File: config.mk
export PLATFORM = sky130hd
export DESIGN_NAME = lsu_lane_align
export DESIGN_NICKNAME = d
export VERILOG_FILES = /design/src/rtl/lsu_align_pkg.sv /design/src/rtl/lsu_access_check.sv /design/src/rtl/lsu_store_steer.sv /design/src/rtl/lsu_load_extract.sv /design/src/rtl/lsu_lane_align.sv
export SDC_FILE = /design/constraint.sdc
export NUM_CORES = 1
export LEC_CHECK = 0
export ABC_CLOCK_PERIOD_IN_PS = 2170
export BUFFER_PORTS_ARGS = -buffer_cell sky130_fd_sc_hd__buf_2
export CAP_MARGIN = 40
export CORE_MARGIN = 2
export CORE_UTILIZATION = 50
export CTS_CLUSTER_SIZE = 10
export DETAILED_ROUTE_END_ITERATION = 16
export PLACE_DENSITY = 0.85
export SLEW_MARGIN = 5
export SYNTH_ARGS = -nofsm -noshare
export SYNTH_HDL_FRONTEND = slang
export SYNTH_SLANG_ARGS = --single-unit
File: constraint.sdc
create_clock -name clk -period 2.17 [get_ports clk]
set_input_delay 0 -clock clk [delete_from_list [all_inputs] [get_ports clk]]
set_output_delay 0 -clock clk [all_outputs]
set_load 0.02 [all_outputs]
File: src/rtl/lsu_align_pkg.sv
`timescale 1ns/1ps
package lsu_align_pkg;

    typedef enum logic [1:0] {
        ST_IDLE   = 2'd0,
        ST_ACCESS = 2'd1,
        ST_RESP   = 2'd2
    } lsu_state_e;

    // funct3 size codes
    localparam logic [2:0] SZ_B  = 3'd0;
    localparam logic [2:0] SZ_H  = 3'd1;
    localparam logic [2:0] SZ_W  = 3'd2;
    localparam logic [2:0] SZ_BU = 3'd4;
    localparam logic [2:0] SZ_HU = 3'd5;

endpackage

File: src/rtl/lsu_access_check.sv
`timescale 1ns/1ps
module lsu_access_check
    import lsu_align_pkg::*;
#(
    parameter int OFF_W = 2
) (
    input  logic             is_store,
    input  logic [2:0]       size,
    input  logic [OFF_W-1:0] off,
    output logic             illegal,
    output logic             misaligned
);
    logic is_half;
    logic is_word;

    always_comb begin
        if (is_store) begin
            illegal = !(size inside {SZ_B, SZ_H, SZ_W});
        end else begin
            illegal = !(size inside {SZ_B, SZ_H, SZ_W, SZ_BU, SZ_HU});
        end
        is_half    = (size == SZ_H) || (size == SZ_HU);
        is_word    = (size == SZ_W);
        // illegal has priority: misaligned only reported for legal codes
        misaligned = !illegal && ((is_half && off[0]) || (is_word && (off != '0)));
    end
endmodule

File: src/rtl/lsu_store_steer.sv
`timescale 1ns/1ps
module lsu_store_steer
    import lsu_align_pkg::*;
#(
    parameter int DATA_W = 32,
    localparam int NLANES = DATA_W / 8,
    localparam int OFF_W  = $clog2(NLANES)
) (
    input  logic [2:0]        size,
    input  logic [OFF_W-1:0]  off,
    input  logic [DATA_W-1:0] wdata_in,
    output logic [NLANES-1:0] be,
    output logic [DATA_W-1:0] wdata_out
);
    logic [NLANES-1:0] base_mask;

    always_comb begin
        unique case (size)
            SZ_B:    base_mask = NLANES'(1);
            SZ_H:    base_mask = NLANES'(3);
            default: base_mask = '1;
        endcase
        be = base_mask << off;
    end

    // Byte is replicated on every lane, halfword on every lane pair.
    for (genvar i = 0; i < NLANES; i++) begin : g_lane
        assign wdata_out[8*i +: 8] =
            (size == SZ_B) ? wdata_in[7:0] :
            (size == SZ_H) ? wdata_in[8*(i%2) +: 8] :
                             wdata_in[8*i +: 8];
    end
endmodule

File: src/rtl/lsu_load_extract.sv
`timescale 1ns/1ps
module lsu_load_extract
    import lsu_align_pkg::*;
#(
    parameter int DATA_W = 32,
    localparam int NLANES = DATA_W / 8,
    localparam int OFF_W  = $clog2(NLANES)
) (
    input  logic [2:0]        size,
    input  logic [OFF_W-1:0]  off,
    input  logic [DATA_W-1:0] word,
    output logic [DATA_W-1:0] result
);
    logic [DATA_W-1:0] shifted;

    always_comb begin
        shifted = word >> {off, 3'b000};
        unique case (size)
            SZ_B:    result = {{(DATA_W-8){shifted[7]}}, shifted[7:0]};
            SZ_H:    result = {{(DATA_W-16){shifted[15]}}, shifted[15:0]};
            SZ_BU:   result = {{(DATA_W-8){1'b0}}, shifted[7:0]};
            SZ_HU:   result = {{(DATA_W-16){1'b0}}, shifted[15:0]};
            default: result = shifted;
        endcase
    end
endmodule

File: src/rtl/lsu_lane_align.sv
`timescale 1ns/1ps
module lsu_lane_align
    import lsu_align_pkg::*;
#(
    parameter int ADDR_W = 32,
    parameter int DATA_W = 32,
    localparam int NLANES = DATA_W / 8,
    localparam int OFF_W  = $clog2(NLANES),
    localparam int WADR_W = ADDR_W - OFF_W
) (
    input  logic              clk,
    input  logic              rst_n,
    input  logic              req_valid,
    output logic              req_ready,
    input  logic              req_is_store,
    input  logic [2:0]        req_size,
    input  logic [ADDR_W-1:0] req_addr,
    input  logic [DATA_W-1:0] req_wdata,
    output logic              mem_req,
    output logic              mem_we,
    output logic [WADR_W-1:0] mem_addr,
    output logic [NLANES-1:0] mem_be,
    output logic [DATA_W-1:0] mem_wdata,
    input  logic              mem_ack,
    input  logic [DATA_W-1:0] mem_rdata,
    output logic              rsp_valid,
    output logic [DATA_W-1:0] rsp_rdata,
    output logic              rsp_misaligned,
    output logic              rsp_illegal
);
    lsu_state_e state_q, state_d;

    logic [OFF_W-1:0]  in_off;
    logic              in_illegal, in_misaligned;
    logic [NLANES-1:0] in_be;
    logic [DATA_W-1:0] in_wdata;

    logic              store_q, ill_q, mis_q;
    logic [2:0]        size_q;
    logic [OFF_W-1:0]  off_q;
    logic [WADR_W-1:0] waddr_q;
    logic [NLANES-1:0] be_q;
    logic [DATA_W-1:0] wdata_q;
    logic [DATA_W-1:0] rword_q;
    logic [DATA_W-1:0] ext_result;
    logic              accept;

    assign in_off = req_addr[OFF_W-1:0];
    assign accept = (state_q == ST_IDLE) && req_valid;

    lsu_access_check #(.OFF_W(OFF_W)) chk_i (
        .is_store   (req_is_store),
        .size       (req_size),
        .off        (in_off),
        .illegal    (in_illegal),
        .misaligned (in_misaligned)
    );

    lsu_store_steer #(.DATA_W(DATA_W)) steer_i (
        .size      (req_size),
        .off       (in_off),
        .wdata_in  (req_wdata),
        .be        (in_be),
        .wdata_out (in_wdata)
    );

    lsu_load_extract #(.DATA_W(DATA_W)) extract_i (
        .size   (size_q),
        .off    (off_q),
        .word   (rword_q),
        .result (ext_result)
    );

    // state register
    always_ff @(posedge clk or negedge rst_n) begin
        if (!rst_n) begin
            state_q <= ST_IDLE;
        end else begin
            state_q <= state_d;
        end
    end

    // transitions
    always_comb begin
        state_d = state_q;
        unique case (state_q)
            ST_IDLE: begin
                if (req_valid) begin
                    state_d = (in_illegal || in_misaligned) ? ST_RESP : ST_ACCESS;
                end
            end
            ST_ACCESS: begin
                if (mem_ack) begin
                    state_d = ST_RESP;
                end
            end
            ST_RESP:  state_d = ST_IDLE;
            default:  state_d = ST_IDLE;
        endcase
    end

    // request capture and read word capture
    always_ff @(posedge clk or negedge rst_n) begin
        if (!rst_n) begin
            store_q <= 1'b0;
            ill_q   <= 1'b0;
            mis_q   <= 1'b0;
            size_q  <= '0;
            off_q   <= '0;
            waddr_q <= '0;
            be_q    <= '0;
            wdata_q <= '0;
            rword_q <= '0;
        end else begin
            if (accept) begin
                store_q <= req_is_store;
                ill_q   <= in_illegal;
                mis_q   <= in_misaligned;
                size_q  <= req_size;
                off_q   <= in_off;
                waddr_q <= req_addr[ADDR_W-1:OFF_W];
                be_q    <= in_be;
                wdata_q <= in_wdata;
            end
            if ((state_q == ST_ACCESS) && mem_ack && !store_q) begin
                rword_q <= mem_rdata;
            end
        end
    end

    // outputs
    always_comb begin
        req_ready = 1'b0;
        mem_req   = 1'b0;
        rsp_valid = 1'b0;
        unique case (state_q)
            ST_IDLE:   req_ready = 1'b1;
            ST_ACCESS: mem_req   = 1'b1;
            ST_RESP:   rsp_valid = 1'b1;
            default: ;
        endcase
        mem_we         = mem_req && store_q;
        mem_addr       = mem_req ? waddr_q : '0;
        mem_be         = mem_we ? be_q : '0;
        mem_wdata      = mem_we ? wdata_q : '0;
        rsp_misaligned = rsp_valid && mis_q;
        rsp_illegal    = rsp_valid && ill_q;
        rsp_rdata      = (rsp_valid && !store_q && !mis_q && !ill_q) ? ext_result : '0;
    end
endmodule

==> impl_metrics.yaml <==
final_layout:
  drive_above_1_share_pct: 31.07
  layout.nets: 1013
  insertedDiodeCount: 0
  area_delta_synth_final_pct: 43.40
  fin_area_um2: 8083
detailed_routing:
  ant_nets: 0
  vias: 5709
  drt_iter0_markers: 479
  drt_pass1_iterations: 5
  viasPerCell: 5.417
  drcViolationCount: 0
  routedWlPerCell_um: 16.82
  drt_wl_total_um: 17730
floorplanning:
  die_h_um: 110.2
  die_area_um2: 12140
  start_util_pct: 51.54
  die_w_um: 110.2
  rows: 38
  coreArea_um2: 10940
  num_io_pins: 208
place:
  dpl.hpwl_um: 10800
  dpl_cell_area_um2: 6782
  gp_congestion: 0.8547
  portBuffers: 207
setup_path:
  worstSetupPathType: "reg -> out"
  cpPeakStageDelay_ns: 0.49
  reg2reg_from: "store_q"
  crit_path_end_kind: "primary output"
  crit_fanout: 8
  timing.rr.end: "rword_q[30]"
  cp_cell_sequence: "mux2_2 > mux2i_1 > or3_1 > a21oi_1 > buf_2"
  worstPathArrival_ns: 2.08
  worstSetupStartpointType: "register"
  cp_num_buf_inv: 1
  critPathTopFamily: "simple AND/OR/NAND/NOR gates"
  r2r_cells: 4
  crit_start: "off_q[0]"
  cp_slowest_cell: "or3_1"
  crit_required_ns: 2.17
  rrSetupSlack_ns: 0.61
pwr:
  total_power_mw: 7.386
  power_leakage_nw: 4.330
  vdd_ir_drop_max_mv: 0.5260
  power_density_nw_per_um2: 913.8
cts:
  htree_num_levels: 3
  cts_tree: "yes"
  clockBufferDepth: 2
  clock-root-buffer: "clkbuf_16"
  clk_pin_slew_ns: 0.07
  clock_sinks: 108
  clk_latency_ns: 0.35
  cts_buffers: 9
synthesis:
  ys.flop_type: "dfrtp_1"
  synth-edff-count: 0
  ys_async_sr_fraction_pct: 100.0
  ys_warn_count: 0
  synth_top_cell_area_share_pct: 47.95
  ys_types: 38
  yosysTopAreaCell: "dfrtp_1"
  syn_area_per_cell_um2: 8.976
  synth_area_um2: 5637
  netlist_instances: 628
  yosysSeqAreaShare_pct: 47.95
  ys_ff_latch: 108
  synth_nets: 732
  synth_area_leaders: "dfrtp_1 48%, nand2_1 13%, mux2i_1 7.1%"
timing:
  slew_viol_final: 0
  period_minus_slack_ns: 2.081
  worst_slew_pin_slew_ns: 0.6975
  relSlewSlack_pct: 53.50
  fmax_ghz: 0.4805
  clock_skew_ns: 0.009174
  fin_crit_sh_pct: 95.90
  hold_viol: 0
  setup_violations: 0
worst_hold_path:
  hp-class: "in -> reg"
  hold_path_depth: 3
  hp-start: "req_wdata[24]"
  whs_endpoint: "wdata_q[24]"
global_route:
  antenna_found_initial: 0
  track_usage_pct: 28.66
  grt_max_degree: 78
  overflow: 0
  first_global_vias: 5562
  grt_first_pass_wirelength_um: 26850
job:
  drv_cap: 0
run_status:
  status: "complete, no violations"
==> metal layers <==
| metal | track usage (%) | vias up | wire [um] |
|---|---|---|---|
| met5 | 0 | - | 0 |
| met4 | 10.18 | 0 | 534 |
| met3 | 5.291 | 53 | 1321 |
| met2 | 51.40 | 295 | 9016 |
| met1 | 34.39 | 2699 | 6854 |
| li1 | - | 2662 | - |
==> stage by stage <==
step	setup slack [ns]	cells	hold slack [ns]	TNS (ns)	utilization [%]
after floorplan	0.4603	628	-0.2956	0	-
after global placement	0.3623	940	-0.04164	0	62.01
after detailed placement	0.2518	940	-0.03657	0	62.01
after CTS	0.01806	1051	0.003963	0	73.66
after global routing	-0.01322	1054	0.04412	-0.01322	73.91
final	0.08891	1054	0.005549	0	73.91
==> flip-flops by register name, summed over array words and instances, names as in the netlist <==
name and count:
wdata_q 32, state_q 2, waddr_q 30, mis_q 1
rword_q 32, be_q 4, off_q 2, ill_q 1
store_q 1, size_q 3
==> cell families (layout without fill, tap and decap cells) <==
family	after synthesis	after routing	synth area share (%)
flip-flops	108	108	47.95
AND/OR/NAND/NOR	307	307	25.35
AO/OA/AOI/OAI	87	88	8.790
multiplexers	74	74	13.90
buffers and inverters	52	337	4.018
==> timing repair <==
action                     4_1_cts  5_1_grt
resized for setup                2        1
hold buffers                    95        0
setup endpoints to repair       16       13
gates cloned                     0        1
pin swaps                        0        1
setup buffers                    0        2
hold endpoints to repair       159        0
==> cell usage in the layout, fill, tap and decap left out, types with 8 or more instances in the layout <==
master,synthesis,routed
buf_2,13,206
mux2i_1,40,40
and3_1,36,36
dfrtp_1,108,106
buf_4,0,14
o21ai_0,50,50
nor2_1,11,11
nand2_1,194,193
a211oi_1,14,14
nor2b_1,8,8
mux2_2,33,33
and2_1,40,40
dlygate4sd3_1,0,95
clkbuf_16,0,9
a21oi_1,11,11
==> report_power, final <==
group	switching [mW]	total [mW]	leakage (nW)	internal, mW
clock network	0.788	1.74	0.157	0.952
logic	1.37	2.46	2.86	1.09
registers	0.486	3.18	1.32	2.70
total	2.64	7.39	4.33	4.74
==> layout make-up <==
type	count	area (um2)
timing repair buffer	318	2147
sequential	108	2705
tap	140	175.2
clock buffer	10	239.0
fill	751	2853
multi-input combinational	469	2724
clock inverter	6	81.33
inverter	3	11.26
==> cell usage after synthesis, drive strengths merged, types with 2 or more instances <==
library cell / count
and2b: 2
and3: 36
o21ai: 53
nand2: 195
clkbuf: 29
nor3: 3
buf: 20
nor2: 13
nor2b: 9
inv: 3
a211oi: 14
a21oi: 11
nand2b: 2
o31ai: 3
o22ai: 2
and2: 40
mux2: 34
dfrtp: 108
nor4: 2
mux2i: 40
==> how the worst max path moves through the flow <==
stage	endpoint	slack [ns]	depth (start not counted)
after floorplan	rsp_rdata[22]	0.46	5
after global placement	rsp_rdata[17]	0.36	5
after detailed placement	rsp_rdata[17]	0.25	5
after CTS	rsp_rdata[17]	0.02	5
after global routing	rsp_rdata[17]	-0.01	5
final	rsp_rdata[13]	0.09	5
==> worst reg2reg max path: cells and delay by family, from the launching register on <==
kind / cells / cell delay, ns
muxes: 1 / 0.38
and+or+nand+nor: 1 / 0.21
buffers and inverters: 2 / 0.46
DFF: 1 / 0.39
(Power assumes the default switching activity.)
